## src/rtl/spinlock_pkg.sv

```systemverilog
package spinlock_pkg;

    typedef enum logic [1:0] {
        MEM_READ  = 2'd0,
        MEM_WRITE = 2'd1,
        MEM_XCHG  = 2'd2
    } mem_op_e;

    typedef enum logic [3:0] {
        ST_IDLE,
        ST_POLL_REQ,
        ST_POLL_WAIT,
        ST_SWAP_REQ,
        ST_SWAP_WAIT,
        ST_PAUSE,
        ST_OWNED,
        ST_FREE_REQ,
        ST_FREE_WAIT
    } lk_state_e;

    typedef struct packed {
        logic    valid;
        mem_op_e op;
        logic    set_one;
    } lock_req_t;

    function automatic lock_req_t req_for_state(lk_state_e st);
        lock_req_t r;
        r.valid   = 1'b0;
        r.op      = MEM_READ;
        r.set_one = 1'b0;
        case (st)
            ST_POLL_REQ: r.valid = 1'b1;
            ST_SWAP_REQ: begin r.valid = 1'b1; r.op = MEM_XCHG; r.set_one = 1'b1; end
            ST_FREE_REQ: begin r.valid = 1'b1; r.op = MEM_WRITE; end
            default: ;
        endcase
        return r;
    endfunction

endpackage

```

## src/rtl/spl_backoff.sv

```systemverilog
module spl_backoff #(
    parameter int CNT_W = 8
) (
    input  logic             clk,
    input  logic             rst,
    input  logic [CNT_W-1:0] bo_min,
    input  logic [CNT_W-1:0] bo_max,
    input  logic             restart,
    input  logic             fail,
    input  logic             pausing,
    output logic             expired
);
    localparam int DBL_W = CNT_W + 1;

    logic [CNT_W-1:0] iv_q;
    logic [CNT_W-1:0] cnt_q;
    logic [DBL_W-1:0] dbl;
    logic [CNT_W-1:0] iv_next;

    always_comb begin
        dbl = {1'b0, iv_q} << 1;
        if (dbl > {1'b0, bo_max}) iv_next = bo_max;
        else                      iv_next = dbl[CNT_W-1:0];
    end

    always_ff @(posedge clk) begin
        if (rst) begin
            iv_q  <= '0;
            cnt_q <= '0;
        end else begin
            if (restart)   iv_q <= bo_min;
            else if (fail) iv_q <= iv_next;
            if (fail)                          cnt_q <= iv_q;
            else if (pausing && cnt_q != '0)   cnt_q <= cnt_q - 1'b1;
        end
    end

    assign expired = pausing && (cnt_q <= {{(CNT_W-1){1'b0}}, 1'b1});

    assert_iv_capped_R6: assert property (@(posedge clk) disable iff (rst)
        (fail && !restart && iv_q != '0) |=> (iv_q <= $past(bo_max) || iv_q == $past(bo_min)));

    assert_pause_loaded_R5: assert property (@(posedge clk) disable iff (rst)
        fail |=> (cnt_q == $past(iv_q)));

endmodule

```

## src/rtl/spl_ctrl.sv

```systemverilog
module spl_ctrl
    import spinlock_pkg::*;
(
    input  logic      clk,
    input  logic      rst,
    input  logic      acq_req,
    input  logic      rel_req,
    input  logic      mem_req_ready,
    input  logic      mem_rsp_valid,
    input  logic      rsp_nonzero,
    input  logic      bo_expired,
    output lock_req_t req,
    output logic      grant,
    output logic      lock_held,
    output logic      bo_restart,
    output logic      bo_fail,
    output logic      bo_pausing
);
    lk_state_e state_q, next_st;
    logic      grant_q;

    always_comb begin
        next_st    = state_q;
        bo_restart = 1'b0;
        bo_fail    = 1'b0;
        unique case (state_q)
            ST_IDLE: if (acq_req) begin
                next_st    = ST_POLL_REQ;
                bo_restart = 1'b1;
            end
            ST_POLL_REQ: if (mem_req_ready) next_st = ST_POLL_WAIT;
            ST_POLL_WAIT: if (mem_rsp_valid) begin
                if (rsp_nonzero) begin next_st = ST_PAUSE; bo_fail = 1'b1; end
                else              next_st = ST_SWAP_REQ;
            end
            ST_SWAP_REQ: if (mem_req_ready) next_st = ST_SWAP_WAIT;
            ST_SWAP_WAIT: if (mem_rsp_valid) begin
                if (rsp_nonzero) begin next_st = ST_PAUSE; bo_fail = 1'b1; end
                else begin next_st = ST_OWNED; bo_restart = 1'b1; end
            end
            ST_PAUSE: if (bo_expired) next_st = ST_POLL_REQ;
            ST_OWNED: if (rel_req) next_st = ST_FREE_REQ;
            ST_FREE_REQ: if (mem_req_ready) next_st = ST_FREE_WAIT;
            ST_FREE_WAIT: if (mem_rsp_valid) next_st = ST_IDLE;
            default: next_st = ST_IDLE;
        endcase
    end

    always_ff @(posedge clk) begin
        if (rst) begin
            state_q <= ST_IDLE;
            grant_q <= 1'b0;
        end else begin
            state_q <= next_st;
            grant_q <= (state_q == ST_SWAP_WAIT) && mem_rsp_valid && !rsp_nonzero;
        end
    end

    assign req        = req_for_state(state_q);
    assign grant      = grant_q;
    assign lock_held  = (state_q == ST_OWNED);
    assign bo_pausing = (state_q == ST_PAUSE);

    logic swap_issue, free_issue;
    assign swap_issue = req.valid && (req.op == MEM_XCHG);
    assign free_issue = req.valid && (req.op == MEM_WRITE);

    assert_grant_pulse_R4: assert property (@(posedge clk) disable iff (rst)
        grant |=> !grant);

    assert_grant_owned_R4: assert property (@(posedge clk) disable iff (rst)
        grant |-> lock_held);

    assert_swap_after_free_R3: assert property (@(posedge clk) disable iff (rst)
        $rose(swap_issue) |-> $past(mem_rsp_valid && !rsp_nonzero));

    assert_release_source_R8: assert property (@(posedge clk) disable iff (rst)
        $rose(free_issue) |-> $past(rel_req && lock_held));

    assert_req_hold_R10: assert property (@(posedge clk) disable iff (rst)
        (req.valid && !mem_req_ready) |=> (req.valid && $stable(req.op)));

endmodule

```

## src/rtl/spin_lock_requester.sv

```systemverilog
module spin_lock_requester
    import spinlock_pkg::*;
#(
    parameter int                ADDR_W    = 16,
    parameter int                DATA_W    = 32,
    parameter int                CNT_W     = 8,
    parameter logic [ADDR_W-1:0] LOCK_ADDR = 16'h0040
) (
    input  logic              clk,
    input  logic              rst,
    input  logic              acq_req,
    input  logic              rel_req,
    input  logic [CNT_W-1:0]  bo_min,
    input  logic [CNT_W-1:0]  bo_max,
    output logic              grant,
    output logic              lock_held,
    output logic              mem_req_valid,
    input  logic              mem_req_ready,
    output logic [1:0]        mem_req_op,
    output logic [ADDR_W-1:0] mem_req_addr,
    output logic [DATA_W-1:0] mem_req_wdata,
    input  logic              mem_rsp_valid,
    input  logic [DATA_W-1:0] mem_rsp_data
);
    lock_req_t req;
    logic      rsp_nonzero;
    logic      bo_restart, bo_fail, bo_pausing, bo_expired;

    assign rsp_nonzero = |mem_rsp_data;

    spl_ctrl ctrl_i (
        .clk           (clk),
        .rst           (rst),
        .acq_req       (acq_req),
        .rel_req       (rel_req),
        .mem_req_ready (mem_req_ready),
        .mem_rsp_valid (mem_rsp_valid),
        .rsp_nonzero   (rsp_nonzero),
        .bo_expired    (bo_expired),
        .req           (req),
        .grant         (grant),
        .lock_held     (lock_held),
        .bo_restart    (bo_restart),
        .bo_fail       (bo_fail),
        .bo_pausing    (bo_pausing)
    );

    spl_backoff #(.CNT_W(CNT_W)) backoff_i (
        .clk     (clk),
        .rst     (rst),
        .bo_min  (bo_min),
        .bo_max  (bo_max),
        .restart (bo_restart),
        .fail    (bo_fail),
        .pausing (bo_pausing),
        .expired (bo_expired)
    );

    assign mem_req_valid = req.valid;
    assign mem_req_op    = req.op;
    assign mem_req_addr  = LOCK_ADDR;
    assign mem_req_wdata = {{(DATA_W-1){1'b0}}, req.set_one};

    assert_reset_quiet_R1: assert property (@(posedge clk)
        $past(rst) |-> (!grant && !lock_held && !mem_req_valid));

endmodule

```

## config.mk

```make
export PLATFORM = sky130hd
export DESIGN_NAME = spin_lock_requester
export DESIGN_NICKNAME = d
export VERILOG_FILES = /design/src/rtl/spinlock_pkg.sv /design/src/rtl/spl_backoff.sv /design/src/rtl/spl_ctrl.sv /design/src/rtl/spin_lock_requester.sv
export SDC_FILE = /design/constraint.sdc
export NUM_CORES = 1
export LEC_CHECK = 0
export ABC_CLOCK_PERIOD_IN_PS = 1800
export BUFFER_PORTS_ARGS = -buffer_cell sky130_fd_sc_hd__buf_4
export CELL_PAD_IN_SITES_DETAIL_PLACEMENT = 0
export CELL_PAD_IN_SITES_GLOBAL_PLACEMENT = 1
export CORE_UTILIZATION = 29
export CTS_CLUSTER_DIAMETER = 150
export DETAILED_ROUTE_END_ITERATION = 6
export GPL_TIMING_DRIVEN = 0
export PLACE_DENSITY = 0.82
export SLEW_MARGIN = 30
export SYNTH_ARGS = -nofsm -noshare
export SYNTH_HDL_FRONTEND = slang
export SYNTH_SLANG_ARGS = --single-unit
export TNS_END_PERCENT = 5
```

## constraint.sdc

```tcl
create_clock -name clk -period 1.8 [get_ports clk]
set_input_delay 0.27 -clock clk [delete_from_list [all_inputs] [get_ports clk]]
set_output_delay 0.27 -clock clk [all_outputs]
set_load 0.1 [all_outputs]
```

==> results.tsv, run 1 <==
metric	value	unit
r2r_start	backoff_i.iv_q[6]$_SDFFE_PP0P_	
fp.dieArea	0.00758	mm²
drive_gt1_frac	0.444	
start_util	0.304	
vias	2179	
finClkSkew	6.87	ps
drt-initial-drc-count	104	
synth_area	0.00210	mm²
tritoncts	done	
grtUsageTotal	0.153	
crit_type	reg -> reg	
diodes	0	
port_buffers	59	
clk-insertion-delay-late	270	ps
violations	setup timing	
clk_pin_slew	90	ps
finalSetupViolCount	8	
htree_levels	1	
wl_per_cell	12.3	µm
place_area	0.00290	mm²
syn_inst	262	
synth_compound_area_frac	0.259	
grt_pass1_wl	9.36	mm
dp_cells	462	
synth_top_family_by_area	compound AO/OA/AOI/OAI gates	
cp-end-kind	flop	
grt_start_max_net_pins	13	
synth-seq-cells	21	
routabilityCongestion	0.776	
power_density	1170	mW/mm²
seq_power_share	0.222	
wl	5.78	mm
worst-path-max-fanout	7	
cap_violations	0	
maxSlewViolCount	0	
firstDrtPassIters	4	
num-nets-final	438	
synth.area.mux_share	0.0710	
postCtsHoldBufs	0	
fin_crit	2040	ps
startpoint_type	flop	
cts_made_buffers	3	
p_leak	1.43	nW
arrival	2170	ps
root_buffer	clkbuf_8	
post-route-period-util	1.13	
yosys.cell_types.count	57	
p_int	1.78	mW
tightestPinTransition	555	ps
synth-edff-count	0	
via_per_inst	4.64	
clock_path_buffers	2	
grt-ovfl-total	0	
areaGrowthSynthToFinish	49.6	%
setup_slack	-238	ps
synth_xor_area_frac	0.0167	
critPathLaunch	backoff_i.iv_q[6]$_SDFFE_PP0P_	
synthSimpleGateAreaFrac	0.175	
clock_power_share	0.090	
rows	30	
ys.flop_type	dfxtp_1	
detailed_place_hpwl	4.39	mm
fmax	0.491	GHz
die_w	87.0	µm
p_sw	1.88	mW
min_from	bo_min[0]	
grt_pass1_vias	1998	
io-pin-count	107	
hold_violations	0	
cp.required	1930	ps
relSlewSlack	0.630	
fin_tns_setup	-1550	ps
fin_cells	470	
core_area	0.00691	mm²
pwr-share-comb	0.688	
p_sw_frac	0.513	
outcome	finished, violations left	
fin_util	0.454	
fp.dieH	87.0	µm
async_reset_ff_frac	0	
hp-class	in -> reg	
ys.warnings.count	0	
avgSynthCellArea	8.00	µm²
vdd_drop_max	512	µV
cts_num_sinks	21	
stdcell_area	0.00314	mm²
ant_nets	0	
rsz0062_at_grt	yes	
drc	0	
synth_fa_ha_area_frac	0.0537	
yosysSeqAreaShare	0.200	
antenna_found_initial	0	
[state kept, by name, indices dropped and copies added, names as in the netlist]
| register | count |
|---|---|
| backoff_i.iv_q | 8 |
| backoff_i.cnt_q | 8 |
| ctrl_i.grant | 1 |
| ctrl_i.state_q | 4 |
[cell usage after synthesis (5+ instances only)]
master,n,area [µm²]
buf_4,48,360
dfxtp_1,21,420
a21oi_1,18,90.1
inv_1,14,52.6
nand2_1,13,48.8
nor2_1,12,45.0
nor4_1,11,68.8
a221oi_1,9,78.8
a22oi_1,9,67.6
ha_1,9,113
clkbuf_1,7,26.3
mux2_2,7,78.8
mux2i_1,7,70.1
nor3_1,5,25.0
o21ai_0,5,25.0
[logic make-up after synthesis]
logic type,Yosys count
AOI/OAI and AO/OA,73
xor gates and xnor gates,4
adders and majority gates,9
buffers and inverters,74
DFF,21
muxes,14
other,2
and+or+nand+nor,65
[cell type report]
class | count | area [µm²]
clock inverter | 1 | 5.00
buffer | 58 | 448
multi-input combinational | 212 | 1530
fill | 695 | 3770
clock buffer | 3 | 41.3
tap | 96 | 120
sequential | 21 | 437
timing repair buffer | 64 | 504
inverter | 15 | 56.3
[critical path, cell delays in order (launching register included)]
cell,delay [ps]
dfxtp_4,370
ha_4,260
nand4b_1,150
or4_4,560
o21ai_4,150
mux2i_1,290
a221oi_1,120
[metrics by stage]
step | setup slack, ps | hold WS [ps] | total power [mW]
global route | -352 | 288 | 3.91
floorplan | -437 | 420 | 2.61
detailed placement | -510 | 461 | 3.03
CTS | -236 | 276 | 3.50
global placement | -479 | 455 | 3.01
finish | -238 | 270 | 3.66
[power by group through the flow]
stage          Sequential, mW  Combinational, mW  Clock [mW]
4_1_cts                 0.797               2.38       0.331
5_1_grt                 0.840               2.72       0.348
3_3_place_gp            0.791               2.22           0
6_report                0.811               2.52       0.329
2_1_floorplan           0.735               1.87           0
3_5_place_dp            0.796               2.24           0
[placed cells by master (no fill, tap or decap), drive strengths merged, types with 6 or more instances in the layout]
master,netlist,final
dfxtp,21,21
a221oi,10,10
mux2i,7,7
nor4,11,11
clkbuf,7,9
a21oi,18,18
nor3,7,7
ha,9,9
inv,15,15
buf,52,116
nor2,13,13
mux2,7,7
conb,2,47
o21ai,6,6
nand2,13,13
a22oi,9,9
[worst paths after layout]
check	to	slack, ps	cells after the start
setup / recovery	backoff_i.iv_q[5]$_SDFFE_PP0P_	-240	6
hold / removal	backoff_i.iv_q[0]$_SDFFE_PP0P_	270	3
setup reg to reg	backoff_i.iv_q[5]$_SDFFE_PP0P_	-240	6
hold reg to reg	backoff_i.cnt_q[1]$_SDFFE_PP0P_	480	2
[layer usage]
| layer | global-route usage | vias up | share of wire |
|---|---|---|---|
| met3 | 0.0152 | 8 | 0.053 |
| met1 | 0.208 | 992 | 0.45 |
| met4 | 0.0500 | 0 | 0.013 |
| met2 | 0.251 | 71 | 0.49 |
| li1 | - | 1108 | - |
| met5 | 0 | - | 0 |
[what timing repair did]
item	in CTS	in global routing
pin swaps	13	4
buffers inserted	3	2
setup endpoints to repair	20	23
endpoints found under the hold margin	0	0
resized for setup	17	22
No activity file was read; power rests on OpenSTA's default activity.
==> inputs of run 2 (changes only) <==
ABC_CLOCK_PERIOD_IN_PS = 1900   (was 1800)
CORE_UTILIZATION = 32   (was 29)
PLACE_DENSITY = 0.86   (was 0.82)
clock period = 1.9 ns   (was 1.8 ns; I/O delays follow)
==> run 2 against run 1 <==
Against the previous run:
- clock skew is 2.7 ps lower
- clock power is 8.2% lower
- via count is 0.87% higher
- design area is 0.88% higher
- sequential cell count stayed put
- first-iteration DRC count is 25% lower
- critical endpoint unchanged
- combinational power hardly changed
- utilization is 4.4 points higher
- global-route usage is 0.30 points lower
- final cell count is 2.6% lower
- non-clock buffer count is 7 higher
- setup slack better by 170 ps
- the flow still finishes with violations (setup timing)
==> results.tsv, run 2 (synthesized netlist as in run 1, its figures left out) <==
metric	value	unit	change
worst-path-max-fanout	5		-2
drive_gt1_frac	0.451		+0.00759
cts_num_sinks	21		unchanged
cp-end-kind	flop		
clock_path_buffers	2		unchanged
holdPathStages	3		unchanged
post-route-period-util	1.04		-0.0942
ant_nets	0		unchanged
fmax	0.507	GHz	+3.3%
layout_commonest_cell	buf_4		
clk_pin_slew	80	ps	about the same
fp.dieArea	0.00688	mm²	-9.2%
rr_endpoint	backoff_i.iv_q[5]$_SDFFE_PP0P_		
grt_start_max_net_pins	12		-1
violations	setup timing		
top_regs	backoff_i.cnt_q x8, backoff_i.iv_q x8, ctrl_i.state_q x4		
vias	2198		+0.87%
cts_made_buffers	3		unchanged
areaGrowthSynthToFinish	50.9	%	
wl	5.62	mm	-2.9%
num-nets-final	445		+1.6%
diodes	0		unchanged
rsz0062_at_grt	yes		
via_per_inst	4.80		+3.5%
antenna_found_initial	0		unchanged
firstDrtPassIters	6		+2
drc	0		unchanged
startpoint_type	flop		
crit_path_end	backoff_i.iv_q[5]$_SDFFE_PP0P_		
fin_util	0.498		+0.0442
maxSlewViolCount	0		unchanged
critPathLaunch	backoff_i.iv_q[4]$_SDFFE_PP0P_		
power_density	1140	mW/mm²	-2.2%
tightestPinTransition	594	ps	+38.9 ps
finalSetupViolCount	6		-2
mostFrequentLayoutCells	buf_4, conb_1, a21oi_1		
grt_pass1_vias	1926		-3.6%
grt_pass1_wl	8.69	mm	-7.2%
hp-class	in -> reg		
detailed_place_hpwl	4.14	mm	-5.7%
cp.required	2030	ps	+100 ps
crit_type	reg -> reg		
outcome	finished, violations left		
grtUsageTotal	0.150		-0.00303
p_leak	1.47	nW	+2.9%
drt-initial-drc-count	78		-25%
r2r_start	backoff_i.iv_q[4]$_SDFFE_PP0P_		
start_util	0.330		+0.0266
r2r_cells	7		+1
die_w	83.0	µm	-4.7%
setup_slack	-72.8	ps	+166 ps
power.total	3.61	mW	-1.4%
wl_per_cell	12.3	µm	-0.33%
fin_crit	1970	ps	-65.7 ps
routabilityCongestion	0.821		+5.9%
htree_levels	1		unchanged
rows	29		-3.3%
num-fill-cells	613		-12%
reg2reg_slack	-70	ps	+170 ps
root_buffer	clkbuf_8		
vdd_drop_max	689	µV	+35%
cap_violations	0		unchanged
finClkSkew	4.16	ps	-2.71 ps
fp.dieH	83.0	µm	-4.7%
arrival	2100	ps	-70 ps
relSlewSlack	0.604		-0.0259
io-pin-count	107		unchanged
grt-ovfl-total	0		unchanged
tritoncts	done		
hold_violations	0		unchanged
core_area	0.00635	mm²	-8.1%
port_buffers	59		unchanged
clk-insertion-delay-late	260	ps	about the same
[run 2: cell count changes in the layout (fill, tap and decap cells not counted), sizes merged]
cell / previous run / this run
clkinv: 1 / 0
clkbuf: 9 / 11
buf: 116 / 122
[run 2: cell type report]
class / instances / area [µm²] / share of cell area
clock buffer: 4 / 45.0 / 0.0142
timing repair buffer: 71 / 541 / 0.171
inverter: 15 / 56.3 / 0.0178
multi-input combinational: 212 / 1540 / 0.486
tap: 77 / 96.3 / 0.0304
buffer: 58 / 449 / 0.142
sequential: 21 / 438 / 0.138
[run 2: power breakdown]
group          leakage (nW)  internal [mW]  switching [mW]  total [mW]
combinational          1.27           1.05            1.49        2.54
sequential            0.176          0.601           0.171       0.772
clock                0.0228          0.149           0.152       0.302
total                  1.47           1.80            1.81        3.61
[run 2: stage by stage]
step | setup WS, ps | std cells | instance area (µm²) | hold slack [ps] | setup TNS (ps)
3_5_place_dp | -355 | 443 | 2870 | 461 | -3350
3_3_place_gp | -351 | 443 | 2870 | 456 | -3170
4_1_cts | -41.8 | 449 | 3010 | 286 | -149
5_1_grt | -146 | 458 | 3160 | 309 | -807
2_1_floorplan | -352 | 307 | 2330 | 435 | -654
6_report | -72.8 | 458 | 3160 | 287 | -310
[run 2: metal layers]
metal / up-vias / global-route usage / wire [µm]
met2: 79 / 0.259 / 2790
li1: 1119 / - / -
met1: 998 / 0.201 / 2510
met4: 0 / 0.0329 / 34
met3: 2 / 0.0139 / 283
met5: - / 0 / 0
[run 2: worst min-delay path by stage]
stage	endpoint	startpoint	slack (ps)
2_1_floorplan	backoff_i.iv_q[0]$_SDFFE_PP0P_	bo_min[0]	440
3_3_place_gp	backoff_i.cnt_q[1]$_SDFFE_PP0P_	backoff_i.cnt_q[1]$_SDFFE_PP0P_	460
3_5_place_dp	backoff_i.cnt_q[1]$_SDFFE_PP0P_	backoff_i.cnt_q[1]$_SDFFE_PP0P_	460
4_1_cts	backoff_i.iv_q[0]$_SDFFE_PP0P_	bo_min[0]	290
5_1_grt	backoff_i.iv_q[0]$_SDFFE_PP0P_	bo_min[0]	310
6_report	backoff_i.iv_q[0]$_SDFFE_PP0P_	bo_min[0]	290
[run 2: timing repair]
item | 4_1_cts | 5_1_grt
resized for setup | 15 | 21
setup buffers | 3 | 9
hold buffers | 0 | 0
endpoints found under the setup margin | 14 | 20
pin swaps | 13 | 6
[run 2: critical path: stages (launching register included)]
cell and delay (ps):
dfxtp_4 370, ha_1 270, nand4b_1 150, or4_4 460, o21ai_4 120, buf_4 160, mux2i_2 230, a221oi_2 90
